==> src/rtl/qspi_step_seq.sv <==
module qspi_step_seq #(
  parameter int CS_W     = 8,
  parameter int TX_BYTES = 16,
  parameter int RX_BYTES = 16
) (
  input  logic            clk,
  input  logic            rst_n,
  input  logic [7:0]      reg_addr,
  input  logic            reg_wr,
  input  logic [31:0]     reg_wdata,
  output logic [31:0]     reg_rdata,
  output logic            sclk,
  output logic [CS_W-1:0] cs_n,
  output logic [3:0]      dq_out,
  output logic [3:0]      dq_oe,
  input  logic [3:0]      dq_in
);
  localparam int TX_BITS = TX_BYTES * 8;
  localparam int RX_BITS = RX_BYTES * 8;
  localparam int TXW     = TX_BYTES / 4;
  localparam int RXW     = RX_BYTES / 4;
  localparam int TXWB    = $clog2(TXW);
  localparam int RXWB    = $clog2(RXW);
  localparam logic [2:0] P_POST = 3'd5, P_IDLE = 3'd7;

  logic [7:0]  mode_q;
  logic [25:0] ctrl_q;
  logic [23:0] ph_q [4];
  logic [31:0] txw [TXW];
  logic [31:0] rxw [RXW];
  logic [2:0]  pos, nxt, first;
  logic        half;
  logic [7:0]  dcnt;
  logic [15:0] cyc;
  logic [19:0] txp, rxp, tot;

  function automatic logic [15:0] cnt_of(input logic [2:0] p);
    case (p)
      3'd0:                return {14'd0, ctrl_q[23:22]};
      3'd1, 3'd2, 3'd3, 3'd4: return ph_q[2'(p - 3'd1)][15:0];
      3'd5:                return {14'd0, ctrl_q[21:20]};
      3'd6:                return {14'd0, ctrl_q[25:24]};
      default:             return 16'd0;
    endcase
  endfunction

  function automatic logic [2:0] lanes_of(input logic [23:0] w);
    return (w[18:16] == 3'd4) ? 3'd4 : (w[18:16] == 3'd2) ? 3'd2 : 3'd1;
  endfunction

  function automatic logic [19:0] span(input logic [2:0] p);
    return 20'(cnt_of(p)) * 20'(lanes_of(ph_q[2'(p - 3'd1)])) - 20'd1;
  endfunction

  function automatic logic txbit(input logic [19:0] i);
    return (i < 20'(TX_BITS)) ? txw[i[5 +: TXWB]][i[4:0]] : 1'b0;
  endfunction

  wire        busy   = pos != P_IDLE;
  wire        in_ph  = pos >= 3'd1 && pos <= 3'd4;
  wire [23:0] phw    = ph_q[2'(pos - 3'd1)];
  wire [2:0]  ln     = lanes_of(phw);
  wire [2:0]  idl    = ctrl_q[18:16];
  wire [7:0]  dlim   = (ctrl_q[7:0] == 8'd0) ? 8'd1 : ctrl_q[7:0];
  wire        tick   = busy && dcnt == dlim - 8'd1;
  wire        acc    = reg_wr && reg_addr[1:0] == 2'b00;
  wire        go_wr  = acc && reg_addr[7:2] == 6'h01 && reg_wdata[0];
  wire        start  = go_wr && !busy && mode_q == 8'd1;

  function automatic logic [1:0] lane_of(input int j);
    return (ln == 3'd1) ? 2'd1 : 2'(int'(ln) - 1 - j);
  endfunction

  always_comb begin
    nxt   = P_IDLE;
    first = P_IDLE;
    tot   = '0;
    for (int p = 6; p >= 0; p--) begin
      if (cnt_of(3'(p)) != 16'd0) begin
        first = 3'(p);
        if (3'(p) > pos) nxt = 3'(p);
      end
    end
    for (int i = 0; i < 4; i++) tot += 20'(ph_q[i][15:0]) * 20'(lanes_of(ph_q[i]));
  end

  always_ff @(posedge clk or negedge rst_n) begin
    if (!rst_n) begin
      mode_q <= '0;
      ctrl_q <= '0;
      for (int i = 0; i < 4; i++) ph_q[i] <= '0;
      for (int i = 0; i < TXW; i++) txw[i] <= '0;
    end else if (acc) begin
      case (reg_addr[7:6])
        2'b00: case (reg_addr[5:2])
          4'h0: mode_q <= reg_wdata[7:0];
          4'h2: ctrl_q <= reg_wdata[25:0];
          4'h4, 4'h5, 4'h6, 4'h7: ph_q[reg_addr[3:2]] <= reg_wdata[23:0];
          default: ;
        endcase
        2'b01: if (int'(reg_addr[5:2]) < TXW) txw[reg_addr[2 +: TXWB]] <= reg_wdata;
        default: ;
      endcase
    end
  end

  always_ff @(posedge clk or negedge rst_n) begin
    if (!rst_n) begin
      pos  <= P_IDLE;
      half <= 1'b0;
      dcnt <= '0;
      cyc  <= '0;
      txp  <= '0;
      rxp  <= '0;
      for (int i = 0; i < RXW; i++) rxw[i] <= '0;
    end else if (start) begin
      pos  <= first;
      cyc  <= cnt_of(first);
      half <= 1'b0;
      dcnt <= '0;
      txp  <= tot - 20'd1;
      rxp  <= span(first);
    end else if (busy) begin
      dcnt <= tick ? 8'd0 : dcnt + 8'd1;
      if (tick) begin
        half <= ~half;
        if (!half && in_ph) begin
          for (int j = 0; j < 4; j++)
            if (j < int'(ln) && (rxp - 20'(j)) < 20'(RX_BITS))
              rxw[RXWB'((rxp - 20'(j)) >> 5)][5'(rxp - 20'(j))] <= dq_in[lane_of(j)];
        end
        if (half) begin
          if (in_ph) begin
            txp <= txp - 20'(ln);
            rxp <= rxp - 20'(ln);
          end
          if (cyc == 16'd1) begin
            pos <= nxt;
            cyc <= cnt_of(nxt);
            rxp <= span(nxt);
          end else begin
            cyc <= cyc - 16'd1;
          end
        end
      end
    end
  end

  assign sclk  = in_ph ? half : ctrl_q[19];
  assign cs_n  = (busy && pos <= P_POST) ? ~ctrl_q[8 +: CS_W] : '1;
  assign dq_oe = in_ph ? phw[23:20] : 4'h0;

  always_comb begin
    if (!in_ph)          dq_out = {idl, 1'b0};
    else if (ln == 3'd4) dq_out = {txbit(txp), txbit(txp - 20'd1), txbit(txp - 20'd2), txbit(txp - 20'd3)};
    else if (ln == 3'd2) dq_out = {idl[2:1], txbit(txp), txbit(txp - 20'd1)};
    else                 dq_out = {idl, txbit(txp)};
  end

  always_comb begin
    reg_rdata = '0;
    case (reg_addr[7:6])
      2'b00: case (reg_addr[5:2])
        4'h0: reg_rdata = {24'd0, mode_q};
        4'h1: reg_rdata = {31'd0, busy};
        4'h2: reg_rdata = {6'd0, ctrl_q};
        4'h4, 4'h5, 4'h6, 4'h7: reg_rdata = {8'd0, ph_q[reg_addr[3:2]]};
        default: ;
      endcase
      2'b01: if (int'(reg_addr[5:2]) < TXW) reg_rdata = txw[reg_addr[2 +: TXWB]];
      2'b10: if (int'(reg_addr[5:2]) < RXW) reg_rdata = rxw[reg_addr[2 +: RXWB]];
      default: ;
    endcase
  end

  p_hold_between_ticks_r5: assert property (@(posedge clk) disable iff (!rst_n)
    (busy && !tick) |=> $stable(pos) && $stable(half));
  p_go_busy_ignored_r3: assert property (@(posedge clk) disable iff (!rst_n)
    (busy && go_wr && !tick) |=> $stable(txp) && $stable(cyc));
  p_start_needs_go_r2: assert property (@(posedge clk) disable iff (!rst_n)
    $rose(busy) |-> $past(go_wr) && $past(mode_q) == 8'd1);
  p_no_empty_step_r4: assert property (@(posedge clk) disable iff (!rst_n)
    busy |-> cyc != 16'd0);
  p_rx_in_window_r7: assert property (@(posedge clk) disable iff (!rst_n)
    (in_ph && tick && !half) |-> rxp < 20'(phw[15:0]) * 20'(ln));
endmodule

==> config.mk <==
export PLATFORM = sky130hd
export DESIGN_NAME = qspi_step_seq
export DESIGN_NICKNAME = d
export VERILOG_FILES = /design/src/rtl/qspi_step_seq.sv
export SDC_FILE = /design/constraint.sdc
export NUM_CORES = 2
export LEC_CHECK = 0
export BUFFER_PORTS_ARGS = -buffer_cell sky130_fd_sc_hd__buf_4
export CORE_UTILIZATION = 27
export CTS_BUF_LIST = sky130_fd_sc_hd__clkbuf_16
export DETAILED_ROUTE_END_ITERATION = 7
export PLACE_DENSITY = 0.51
export SLEW_MARGIN = 30
export SYNTH_ARGS = -nofsm -noshare
export SYNTH_HDL_FRONTEND = slang
export SYNTH_SLANG_ARGS = --single-unit
==> constraint.sdc <==
create_clock -name clk -period 7.35 [get_ports clk]
set_clock_uncertainty 0.05 [all_clocks]
set_input_delay 1.1025 -clock clk [delete_from_list [all_inputs] [get_ports clk]]
set_output_delay 1.1025 -clock clk [all_outputs]
set_load 0.01 [all_outputs]
==> impl_metrics.json <==
{
  "hp-class": "primary input to asynchronous set/reset pin",
  "avgViaCountPerCell": 5.82,
  "cts_tree": "built",
  "power_leakage_nw": 21.4,
  "combPwrFrac_pct": 38.5,
  "syn_area_per_cell_um2": 9.05,
  "synth-xor-area-share_pct": 2.57,
  "core_mm2": 0.172,
  "multi_input_area_mm2": 0.0331,
  "synth_fa_ha_area_share_pct": 12.1,
  "clk_pin_slew_worst_paths_ns": 0.07,
  "drt_iter0_drc": 5129,
  "p_seq_share_pct": 31.2,
  "dpl.hpwl_mm": 137,
  "synth_edf_count": 0,
  "ys_types": 93,
  "setup.worst_path.start_class": "flop",
  "p_int_mw": 5.42,
  "tightest_slew_ns": 1.16,
  "synth_area_leaders": "dfrtp_1 24%, mux4_2 11%, fa_1 8.1%",
  "grt_max_degree": 224,
  "fin_crit_sh_pct": 94.5,
  "clock_path_buffers": 3,
  "io_pins": 96,
  "mostFrequentLayoutCells": "598 x nand2_1, 448 x dfrtp_1, 386 x nor2_1",
  "power.share.clock_pct": 30.3,
  "postCtsSetupBuffers": 0,
  "rrSetupSlack_ns": 0.40,
  "drt_first_pass_iters": 6,
  "antenna_found_initial": 8,
  "hold_ws_ns": 0.380,
  "netlist_area_mm2": 0.0466,
  "ys_seq_area_share_pct": 24.4,
  "drive_gt1_share_pct": 19.1,
  "run_status": "completed",
  "io_buffers": 95,
  "grt-ovfl-total": 0,
  "synthMuxAreaShare_pct": 24.4,
  "synth_top_family_by_area": "multiplexers",
  "routed_wl_mm": 198,
  "synthDominantCellAreaShare_pct": 24.2,
  "clock_sinks": 454,
  "grtUsageTotal_pct": 22.2,
  "dp_cells": 7353,
  "cts-buffers-inserted": 57,
  "end_kind": "flop",
  "grt_pass1_wl_mm": 293,
  "finalMaxSlewViolations": 0,
  "die_h_um": 418,
  "ys_async_sr_fraction_pct": 100,
  "yosysTopAreaCell": "dfrtp_1",
  "synth-seq-cells": 454,
  "post-place-ws_ns": 0.307,
  "setup_slack_ns": 0.403,
  "utilization_pct": 30.5,
  "fmax_mhz": 144,
  "fillCellCount": 18200,
  "ir_worst_vdd_uv": 226,
  "wl_per_cell_um": 26.5,
  "layout.area.seq_mm2": 0.0114,
  "relSlewSlack_pct": 23.0,
  "power_density_mw_per_mm2": 174,
  "finalNetCount": 5490,
  "fin_tns_setup_ns": 0,
  "hold_viol": 0,
  "ant_nets": 0,
  "clockRootBuffer": "clkbuf_16",
  "p_sw_mw": 3.69,
  "first_global_vias": 42500,
  "gp_congestion": 0.980,
  "synthCells": 5153,
  "drc": 0,
  "die_x_um": 418,
  "finalNonFillerCells": 7457,
  "period_needed_ns": 6.95,
  "start_util_pct": 27.2,
  "required_ns": 7.83,
  "synth-warning-count": 0,
  "cts_max_level": 2,
  "finalSetupViolations": 0,
  "crit_type": "flop to flop",
  "syn_nets": 5540,
  "vias": 43400,
  "synth_compound_area_share_pct": 15.6,
  "rsz0062_at_grt": "false",
  "drv_cap": 0,
  "yosys.area_share.simple_pct": 15.6,
  "layout_commonest_cell": "nand2_1",
  "crit_arrival_ns": 7.43,
  "clock_latency_ns": 0.68,
  "synthToLayoutAreaGrowth_pct": 12.2,
  "synth-main-ff-cell": "dfrtp_1",
  "die-area_mm2": 0.174,
  "rows": 152,
  "critPathMaxFanout": 8,
  "swShare_pct": 40.5
}
area by class of cell:
class | instances | share of cell area [%]
Inverter | 255 | 1.83
Antenna cell | 6 | 0.0287
Timing Repair Buffer | 283 | 4.27
Sequential cell | 454 | 21.7
Multi-Input combinational cell | 4052 | 63.3
Tap cell | 2310 | 5.53
Clock inverter | 38 | 0.469
Clock buffer | 59 | 2.82
worst max-delay path, stage by stage, from the launching register on:
cell	delay [ns]
dfrtp_1	0.49
nor4_1	0.34
buf_4	0.20
and4_1	0.24
a21oi_1	0.07
or4_1	0.49
ha_2	0.48
mux4_2	0.33
a222oi_1	0.34
buf_4	0.19
nand2b_1	0.11
ha_1	0.24
fa_1	0.57
inv_1	0.08
fa_1	0.48
a211oi_1	0.31
o21ai_0	0.17
a31oi_1	0.23
o21ai_0	0.17
a211o_1	0.31
a21o_1	0.18
a21oi_1	0.21
o21ai_0	0.15
xnor2_1	0.21
o221ai_1	0.15
synthesized netlist by cell type (13+ instances only):
cell,count
xor2_1,54
xnor2_1,80
a22oi_1,73
fa_1,188
or3_1,26
nand2b_1,54
nor2_1,391
or2_2,31
o211ai_1,20
clkbuf_1,306
ha_1,152
buf_2,34
nand3_1,99
o21ai_0,347
a221oi_1,18
inv_1,252
nor3_1,73
nor4_1,57
mux2i_1,311
nand2_1,602
dfrtp_1,451
mux2_2,266
a21o_1,26
buf_1,49
a211oi_1,47
nor3b_1,13
and3_1,22
mux4_2,234
nor2b_1,22
nand4_1,45
a21oi_1,336
o22ai_1,134
and2_1,88
a31oi_1,38
cell families (layout without fill, tap and decap cells):
group                      after synthesis  count (layout)
DFF                                    454             454
xor gates and xnor gates               135             135
adders and majority gates              340             340
AOI/OAI and AO/OA                     1195            1195
buffers and inverters                  647             635
muxes                                  811             811
and+or+nand+nor                       1571            1571
other                                    0               6
worst paths after layout:
path | startpoint | endpoint | cells past startpoint
min in group clk | ph_q[67]$_DFFE_PN0P_ | ph_q[67]$_DFFE_PN0P_ | 1
hold reg to reg | ph_q[67]$_DFFE_PN0P_ | ph_q[67]$_DFFE_PN0P_ | 1
max in group asynchronous | rst_n | rxw[27]$_DFFE_PN0P_ | 2
setup / recovery | ph_q[13]$_DFFE_PN0P_ | rxp[19]$_DFFE_PN0P_ | 24
hold / removal | rst_n | ph_q[34]$_DFFE_PN0P_ | 1
setup reg to reg | ph_q[13]$_DFFE_PN0P_ | rxp[19]$_DFFE_PN0P_ | 24
metal layers:
layer | vias up | global-route usage (%) | wire length (um)
met4 | 2 | 10.1 | 9620
met3 | 406 | 4.54 | 18100
li1 | 18600 | - | -
met5 | - | 0 | 11
met2 | 2401 | 33.7 | 86900
met1 | 22000 | 30.2 | 83000
metrics by stage:
stage	instance area (um2)	total power [mW]
after global placement	50400	6.26
after CTS	52200	9.07
final	52300	9.11
after detailed placement	50500	6.28
after floorplan	46600	5.00
after global routing	52300	9.51
state kept, by name (all words and copies together) (netlist names):
register,count
rxw,128
txw,128
ph_q,96
ctrl_q,26
rxp,20
txp,20
cyc,16
dcnt,8
mode_q,8
pos,3
half,1
power groups by stage:
stage | Sequential (mW) | Clock, mW | Combinational [mW]
after detailed placement | 2.87 | 0 | 3.41
after CTS | 2.83 | 2.80 | 3.44
after floorplan | 2.80 | 0 | 2.21
after global placement | 2.87 | 0 | 3.39
final | 2.84 | 2.76 | 3.51
after global routing | 2.85 | 2.88 | 3.77
what timing repair did:
item                                    4_1_cts  5_1_grt
resized for setup                             0        7
hold buffers                                  0        0
endpoints found under the setup margin        0        7
(Power assumes the default switching activity.)
